[src/rtl/hc_pkg.sv]
package hc_pkg;
  localparam int PHASES = 3;
  typedef logic [PHASES-1:0] phase_t;
  localparam phase_t PH_NONE = 3'b000;
  localparam phase_t PH_U    = 3'b001;
  localparam phase_t PH_V    = 3'b010;
  localparam phase_t PH_W    = 3'b100;
  typedef struct packed {
    phase_t hi;
    phase_t lo;
  } gate_pair_t;
  localparam gate_pair_t PAIR_OFF = '{hi: PH_NONE, lo: PH_NONE};
endpackage

[src/rtl/hc_sync.sv]
module hc_sync #(
  parameter int WIDTH  = 3,
  parameter int STAGES = 2
) (
  input  logic             clk,
  input  logic             rst_n,
  input  logic [WIDTH-1:0] d,
  output logic [WIDTH-1:0] q
);
  logic [WIDTH-1:0] chain [STAGES];

  generate
    for (genvar s = 0; s < STAGES; s++) begin : g_stage
      always_ff @(posedge clk or negedge rst_n) begin
        if (!rst_n) chain[s] <= '0;
        else if (s == 0) chain[s] <= d;
        else chain[s] <= chain[(s == 0) ? 0 : s-1];
      end
    end
  endgenerate

  assign q = chain[STAGES-1];
endmodule

[src/rtl/hc_sector.sv]
module hc_sector
  import hc_pkg::*;
(
  input  logic [2:0] code,
  input  logic       rev,
  output gate_pair_t pair
);
  logic [2:0] key;

  assign key = rev ? ~code : code;

  always_comb begin
    pair = PAIR_OFF;
    unique case (key)
      3'b100: pair = '{hi: PH_W, lo: PH_U};
      3'b101: pair = '{hi: PH_V, lo: PH_U};
      3'b001: pair = '{hi: PH_V, lo: PH_W};
      3'b011: pair = '{hi: PH_U, lo: PH_W};
      3'b010: pair = '{hi: PH_U, lo: PH_V};
      3'b110: pair = '{hi: PH_W, lo: PH_V};
      default: pair = PAIR_OFF;
    endcase
  end
endmodule

[src/rtl/hc_gate.sv]
module hc_gate
  import hc_pkg::*;
(
  input  logic       clk,
  input  logic       rst_n,
  input  gate_pair_t sector,
  input  logic       rev,
  input  logic       pwm_gate,
  input  logic       uv_fault,
  input  logic       lock_off,
  output phase_t     hi_q,
  output phase_t     lo_q
);
  logic   rev_q;
  logic   turning;
  logic   hi_allow;
  phase_t hi_d;
  phase_t lo_d;

  assign turning  = (rev != rev_q);
  assign hi_allow = pwm_gate & ~uv_fault & ~lock_off;

  always_comb begin
    if (turning) begin
      hi_d = PH_NONE;
      lo_d = PH_NONE;
    end else begin
      hi_d = hi_allow ? sector.hi : PH_NONE;
      lo_d = sector.lo;
    end
  end

  always_ff @(posedge clk or negedge rst_n) begin
    if (!rst_n) begin
      rev_q <= 1'b0;
      hi_q  <= PH_NONE;
      lo_q  <= PH_NONE;
    end else begin
      rev_q <= rev;
      hi_q  <= hi_d;
      lo_q  <= lo_d;
    end
  end

  AST_HI_ONEHOT: assert property (@(posedge clk) disable iff (!rst_n)
    $onehot0(hi_q));
  AST_LO_ONEHOT: assert property (@(posedge clk) disable iff (!rst_n)
    $onehot0(lo_q));
  AST_NO_LEG_SHORT: assert property (@(posedge clk) disable iff (!rst_n)
    (hi_q & lo_q) == PH_NONE);
  AST_PWM_BLANK: assert property (@(posedge clk) disable iff (!rst_n)
    !pwm_gate |=> hi_q == PH_NONE);
  AST_UV_BLANK: assert property (@(posedge clk) disable iff (!rst_n)
    uv_fault |=> hi_q == PH_NONE);
  AST_LOCK_BLANK: assert property (@(posedge clk) disable iff (!rst_n)
    lock_off |=> hi_q == PH_NONE);
  AST_DIR_DEAD: assert property (@(posedge clk) disable iff (!rst_n)
    (rev != rev_q) |=> (hi_q == PH_NONE && lo_q == PH_NONE));
endmodule

[src/rtl/hc_pulse.sv]
module hc_pulse (
  input  logic       clk,
  input  logic       rst_n,
  input  logic [2:0] code,
  input  logic       combine,
  output logic       pulse_q
);
  logic pulse_d;

  assign pulse_d = combine ? (code[0] ^ code[1] ^ code[2]) : code[2];

  always_ff @(posedge clk or negedge rst_n) begin
    if (!rst_n) pulse_q <= 1'b0;
    else        pulse_q <= pulse_d;
  end

  AST_HP_SINGLE: assert property (@(posedge clk) disable iff (!rst_n)
    (!combine && code[2]) |=> pulse_q);
endmodule

[src/rtl/hall_commutator.sv]
module hall_commutator
  import hc_pkg::*;
#(
  parameter int SYNC_STAGES = 2
) (
  input  logic       clk,
  input  logic       rst_n,
  input  logic [2:0] hall_in,
  input  logic       fwd_rev,
  input  logic       pwm_gate,
  input  logic       uv_fault,
  input  logic       lock_off,
  input  logic       hp_combine,
  output logic       hs_u,
  output logic       hs_v,
  output logic       hs_w,
  output logic       ls_u,
  output logic       ls_v,
  output logic       ls_w,
  output logic       hp_out
);
  logic [2:0] hall_s;
  gate_pair_t sector;
  phase_t     hi_q;
  phase_t     lo_q;

  hc_sync #(.WIDTH(PHASES), .STAGES(SYNC_STAGES)) u_sync (
    .clk(clk), .rst_n(rst_n), .d(hall_in), .q(hall_s)
  );

  hc_sector u_sector (
    .code(hall_s), .rev(fwd_rev), .pair(sector)
  );

  hc_gate u_gate (
    .clk(clk), .rst_n(rst_n), .sector(sector), .rev(fwd_rev),
    .pwm_gate(pwm_gate), .uv_fault(uv_fault), .lock_off(lock_off),
    .hi_q(hi_q), .lo_q(lo_q)
  );

  hc_pulse u_pulse (
    .clk(clk), .rst_n(rst_n), .code(hall_s), .combine(hp_combine),
    .pulse_q(hp_out)
  );

  assign {hs_w, hs_v, hs_u} = hi_q;
  assign {ls_w, ls_v, ls_u} = lo_q;

  AST_EQUAL_OFF: assert property (@(posedge clk) disable iff (!rst_n)
    (hall_s == 3'b000 || hall_s == 3'b111) |=>
      ({hs_u, hs_v, hs_w, ls_u, ls_v, ls_w} == 6'b0));
  AST_SECTOR_LOW: assert property (@(posedge clk) disable iff (!rst_n)
    (hall_s != 3'b000 && hall_s != 3'b111 && fwd_rev == $past(fwd_rev)) |=>
      $countones({ls_u, ls_v, ls_w}) == 1);
endmodule

[config.mk]
export PLATFORM = sky130hd
export DESIGN_NAME = hall_commutator
export DESIGN_NICKNAME = d
export VERILOG_FILES = /design/src/rtl/hc_pkg.sv /design/src/rtl/hc_sync.sv /design/src/rtl/hc_sector.sv /design/src/rtl/hc_gate.sv /design/src/rtl/hc_pulse.sv /design/src/rtl/hall_commutator.sv
export SDC_FILE = /design/constraint.sdc
export NUM_CORES = 1
export LEC_CHECK = 0
export ABC_CLOCK_PERIOD_IN_PS = 2350
export BUFFER_PORTS_ARGS = -buffer_cell sky130_fd_sc_hd__clkbuf_2
export CAP_MARGIN = 30
export CORE_AREA = 2 2 39 41
export DETAILED_ROUTE_END_ITERATION = 8
export DIE_AREA = 0 0 41 43
export PLACE_DENSITY_LB_ADDON = 0.25
export SLEW_MARGIN = 15
export SYNTH_ARGS = -nofsm -noshare
export SYNTH_HDL_FRONTEND = slang
export SYNTH_SLANG_ARGS = --single-unit
[constraint.sdc]
create_clock -name clk -period 2.35 [get_ports clk]
set_clock_uncertainty 0.2 [all_clocks]
set_input_delay 0.47 -clock clk [delete_from_list [all_inputs] [get_ports clk]]
set_output_delay 0.47 -clock clk [all_outputs]
set_load 0.005 [all_outputs]
==> results by group, run 1 <==
Status
  – Status: finished, final reports clean

Worst setup path
  – CP startpoint kind: flop
  – Crit path capture type: flop
  – Reg2reg setup slack: between 800 and 900 ps
  – Worst EP arrival: 1470 ps
  – Critical-path maximum fanout: 4
  – Worst endpoint required time: ~2400 ps
  – Setup CP Type: reg -> reg

STA
  – Final setup viols: 0
  – Number of hold violations in the final report: 0
  – Fin crit period: 1470 ps
  – Fmax: approximately 0.68 GHz
  – Slew margin rel.: 0.778
  – Setup TNS: 0 ps
  – Part of the cycle the worst path needs: 0.625
  – Final Max Tran Viols: 0
  – RSZ-0062 raised after global routing: no
  – Worst slew pin tran: 333 ps

CTS
  – Clk slew on worst S/H paths: 80 ps
  – Clk_lat worst skew: 270 ps
  – Postcts setup bufs: 0
  – PostCTS Resize Cnt: 0
  – CTS Buf Count: 3
  – Root Buffer: clkbuf_4
  – Total number of H-tree levels: 1
  – Clock sink count: 14
  – Clock Path Buffers: 2
  – CTS tree: done

Layout
  – Diode count: 0
  – Layout cell share with drive strength beyond 1: 0.411
  – Most common cell after layout, fill and taps aside: clkbuf_2
  – P&R area growth vs syn: 29.0%
  – Post-layout net count: 67
  – Design area: 651 µm²
  – Post-Layout Cell Count: 72
  – Most frequent cells in the layout: 16 x clkbuf_2, 14 x dfrtp_1, 6 x nand2b_1

Die
  – I/O pin total: 17
  – Die area: 1760 µm²
  – Chip height: 43 µm
  – Core area: 1380 µm²
  – DIE WIDTH: about 40 µm
  – Cell Rows: 14
  – Initial core utilization: 0.364

Logic synthesis
  – Syn_area_per_cell: ~14 µm²
  – Cells after synthesis: 35
  – Area share of the largest cell type after synthesis: 0.695
  – Post-synthesis cell area: roughly 500 µm²
  – Yosys reg bits: 14
  – Yosys cell types: 11
  – Synth warn: 0
  – Net Count, Synth: 45
  – Register area share after synthesis: 0.695
  – Post-synth top area cell: dfrtp_1
  – Synth area leaders: dfrtp_1 69%, nand2b_1 7.4%, mux2i_1 6.0%

Detailed routing
  – WL final: 801 µm
  – DR vias: 318
  – Drt drc: 0
  – 1st-pass router iterations: 4
  – ANT nets after route: 0
  – WL per Instance: 11.1 µm
  – Vias per Instance: 4.42
  – Initial DRC count: 1

Pwr
  – Static Leak: 0.327 nW
  – VDD IR max: 0.318 mV
  – Pwr Density: 713 nW/µm²
  – Pwr Total: 0.464 mW

GRT
  – Antenna violations before repair: 0
  – First-pass GRT wire length: 1170 µm
  – Largest net degree at the start of global routing: 15
  – Number of global-route vias before repair: 322
  – GR Overflow Total: 0
  – Total Routing Usage GR: 0.105

Min path
  – Hold crit path type: in -> reg

Placement
  – RePlAce Congestion: about 0.6
  – DPL Wire Length: 596 µm
  – # placed instances: 67
  – Placed inst area: around 600 µm²
  – Buffers added on ports: 16

Job
  – Number of max-cap violations: 0
## per-layer routing
metal / track usage / vias to the layer above / routed length, µm
met5: 0 / - / 0
met4: 0.100 / 0 / 4
met3: 0.0314 / 2 / 83
met2: 0.156 / 16 / 361
met1: 0.109 / 140 / 352
li1: - / 160 / -
## metrics by stage
step / hold WS [ps] / utilization / worst slack, ps
3_5_place_dp: 139 / 0.437 / 640
6_report: 92.5 / 0.470 / 881
2_1_floorplan: -25.6 / - / 894
4_1_cts: 79.7 / 0.470 / 858
5_1_grt: 80.2 / 0.470 / 827
3_3_place_gp: 134 / 0.437 / 675
## cell usage after synthesis, drive strengths merged
library cell / number
dfrtp: 14
xnor2: 1
nor2b: 3
mux2i: 3
nand2: 1
or2: 1
nand2b: 6
a2111o: 1
a21bo: 1
o22ai: 3
inv: 1
## flip-flops by register name, summed over array words and instances, names as in the netlist
register	cells
u_gate.hi_q	3
u_gate.lo_q	3
u_gate.rev_q	1
u_sync.q	3
u_pulse.pulse_q	1
u_sync.chain	3
## cell families (layout without fill, tap and decap cells)
| logic type | after synthesis | in the layout | share of synthesized area |
|---|---|---|---|
| flip-flops | 14 | 14 | 0.695 |
| XOR/XNOR | 1 | 1 | 0.0174 |
| AND/OR/NAND/NOR | 11 | 11 | 0.141 |
| buffers and inverters | 1 | 22 | 0.00744 |
| AO/OA/AOI/OAI | 5 | 5 | 0.0794 |
| multiplexers | 3 | 3 | 0.0596 |
## worst max-delay path: stages, from the launching register on
cell	delay, ps
dfrtp_1	400
or2_4	270
a2111o_1	400
nor2b_1	130
## final cells by class
class | instances | area [µm²]
Sequential cell | 14 | 350
Multi-Input combinational cell | 20 | 150
Inverter | 1 | 3.75
Fill cell | 122 | 733
Clock buffer | 4 | 36.3
Tap cell | 16 | 20.0
Timing Repair Buffer | 17 | 90.1
## worst paths after layout
kind / from / endpoint / depth (start not counted)
max in group asynchronous: rst_n / u_gate.hi_q[2]$_DFF_PN0_ / 2
setup / recovery: u_gate.rev_q$_DFF_PN0_ / u_gate.hi_q[2]$_DFF_PN0_ / 3
setup reg to reg: u_gate.rev_q$_DFF_PN0_ / u_gate.hi_q[2]$_DFF_PN0_ / 3
hold reg to reg: u_sync.chain[4]$_DFF_PN0_ / u_sync.q[1]$_DFF_PN0_ / 0
min in group asynchronous: rst_n / u_gate.rev_q$_DFF_PN0_ / 2
hold / removal: hall_in[0] / u_sync.chain[3]$_DFF_PN0_ / 1
## where the power goes
| part | total [mW] | switching, mW | internal, mW | leakage (nW) |
|---|---|---|---|---|
| Sequential | 0.257 | 0.00497 | 0.252 | 0.175 |
| Clock | 0.169 | 0.0744 | 0.0942 | 0.0210 |
| Combinational | 0.0388 | 0.0180 | 0.0208 | 0.131 |
## what timing repair did
action | in CTS | in global routing
setup endpoints to repair | 0 | 0
hold buffers | 1 | 0
hold endpoints to repair | 14 | 0
(Power assumes the default switching activity.)
==> inputs of run 2 (changes only) <==
--- a/config.mk
+++ b/config.mk
@@ -5,7 +5,7 @@
 export SDC_FILE = /design/constraint.sdc
 export NUM_CORES = 1
 export LEC_CHECK = 0
-export ABC_CLOCK_PERIOD_IN_PS = 2350
+export ABC_CLOCK_PERIOD_IN_PS = 1500
 export BUFFER_PORTS_ARGS = -buffer_cell sky130_fd_sc_hd__clkbuf_2
 export CAP_MARGIN = 30
 export CORE_AREA = 2 2 39 41
==> constraint.sdc (replaced) <==
create_clock -name clk -period 1.5 [get_ports clk]
set_clock_uncertainty 0.2 [all_clocks]
set_input_delay 0.3 -clock clk [delete_from_list [all_inputs] [get_ports clk]]
set_output_delay 0.3 -clock clk [all_outputs]
set_load 0.005 [all_outputs]
==> run 2 against run 1 <==
First-iteration DRC count increased to 3.0 times the previous value. Sequential share of layout area shrank 4.0 points. Largest power group unchanged. Critical path type unchanged. Worst hold slack better by 17 ps. Via count rose by 7.5%. Wire length shrank 1.5%. Core utilization is 3.8 points higher. Largest cell class unchanged. Setup slack worse by 830 ps. Count of clock-buffer cells in the layout did not move. Non-clock buffer count increased by 6.
==> results by group, run 2 (synthesized netlist as in run 1, its figures left out) <==
Detailed routing
  – Drt drc: 0
  – 1st-pass router iterations: 2
  – Initial DRC count: 3
  – ANT nets after route: 0
  – WL per Instance: 10.1 µm
  – WL final: 789 µm
  – DR vias: approximately 340
  – Vias per Instance: 4.38

Placement
  – Buffers added on ports: 16
  – RePlAce Congestion: 0.600
  – Pre-CTS setup slack: around 29 ps
  – # placed instances: a little under 70
  – Placed inst area: slightly above 600 µm²
  – DPL Wire Length: 576 µm

Die
  – DIE WIDTH: 41 µm
  – Initial core utilization: 0.364
  – Die area: around 1800 µm²
  – Chip height: ~43 µm
  – I/O pin total: 17
  – Cell Rows: 14
  – Core area: 1380 µm²

Pwr
  – Clock Power Share: 0.350
  – Sw power: 0.147 mW
  – Pwr Total: 0.730 mW
  – Pwr Density: 1040 nW/µm²
  – Combinational share of power: 0.100
  – P_int: 0.584 mW
  – Switching share of power: 0.201
  – VDD IR max: 0.600 mV
  – Static Leak: 0.354 nW
  – Sequential share of power: 0.550

Job
  – Number of max-cap violations: 0

GRT
  – Total Routing Usage GR: 0.103
  – Number of global-route vias before repair: 285
  – GR Overflow Total: 0
  – First-pass GRT wire length: 1150 µm
  – Largest net degree at the start of global routing: 15
  – Antenna violations before repair: 0

Layout
  – P&R area growth vs syn: 39.5%
  – Post-layout net count: 73
  – Most frequent cells in the layout: 16 x clkbuf_2, 14 x dfrtp_1, 6 x nand2b_1
  – Most common cell after layout, fill and taps aside: clkbuf_2
  – Layout cell share with drive strength beyond 1: 0.419
  – Fillcell total: between 100 and 150
  – Post-Layout Cell Count: just under 80
  – Diode count: 0
  – Design area: 703 µm²
  – Final core occ: 0.508

CTS
  – Clock sink count: 14
  – Total number of H-tree levels: 1
  – Clock Path Buffers: 2
  – CTS Buf Count: 3
  – Clk slew on worst S/H paths: 80 ps
  – PostCTS Resize Cnt: 0
  – Clk_lat worst skew: 270 ps
  – Root Buffer: clkbuf_4
  – CTS tree: done

STA
  – Part of the cycle the worst path needs: 0.965
  – Hold WS: around 110 ps
  – Fin crit period: 1450 ps
  – Setup TNS: 0 ps
  – Number of hold violations in the final report: 0
  – Final setup viols: 0
  – Fmax: 0.691 GHz
  – Final Max Tran Viols: 0
  – Slew margin rel.: 0.779
  – PnR worst setup slack: 52.9 ps
  – RSZ-0062 raised after global routing: yes
  – Worst slew pin tran: 331 ps

Worst setup path
  – Setup CP Type: reg -> reg
  – Worst EP arrival: 1450 ps
  – Worst endpoint required time: 1500 ps
  – Critical-path maximum fanout: 3
  – CP startpoint kind: flop
  – Crit path capture type: flop

Status
  – Status: finished, final reports clean

Min path
  – Hold crit path type: in -> reg
run 2: timing repair:
item | in CTS | in global routing
hold endpoints to repair | 17 | 0
hold buffers | 4 | 0
endpoints found under the setup margin | 0 | 2
buffers inserted | 0 | 2
run 2: layout make-up:
type	count	area, µm²	share of cell area
clock buffer	4	36.3	0.0516
timing repair buffer	23	143	0.203
tap	16	20.0	0.0285
sequential	14	350	0.498
inverter	1	3.75	0.00534
multi-input combinational	20	150	0.214
run 2: per-layer routing:
layer  vias to the layer above  global-route usage  routed length [µm]
met1                       152               0.134                 329
met3                         2              0.0471                  70
li1                        172                   -                   -
met2                        16               0.138                 385
met4                         0              0.0600                   4
met5                         -                   0                   0
run 2: power groups by stage:
stage | clock [mW] | sequential (mW) | combinational, mW
after detailed placement | 0 | 0.409 | 0.0623
after floorplan | 0 | 0.410 | 0.0269
after global routing | 0.289 | 0.404 | 0.0816
final | 0.256 | 0.402 | 0.0732
after CTS | 0.271 | 0.402 | 0.0704
after global placement | 0 | 0.409 | 0.0624
run 2: worst max-delay path: stages, from the launching register on:
cell and delay, ps:
dfrtp_1 390, or2_4 260, a2111o_1 400, nor2b_1 130
run 2: worst paths after layout:
| kind | startpoint | end | slack (ps) | cells past startpoint |
|---|---|---|---|---|
| setup / recovery | u_gate.rev_q$_DFF_PN0_ | u_gate.hi_q[1]$_DFF_PN0_ | 50 | 3 |
| hold / removal | lock_off | u_gate.hi_q[2]$_DFF_PN0_ | 110 | 3 |
| setup reg to reg | u_gate.rev_q$_DFF_PN0_ | u_gate.hi_q[1]$_DFF_PN0_ | 50 | 3 |
| hold reg to reg | u_sync.chain[5]$_DFF_PN0_ | u_sync.q[2]$_DFF_PN0_ | 150 | 0 |
| max in group asynchronous | rst_n | u_sync.chain[3]$_DFF_PN0_ | 600 | 2 |
| min in group asynchronous | rst_n | u_gate.hi_q[1]$_DFF_PN0_ | 250 | 2 |
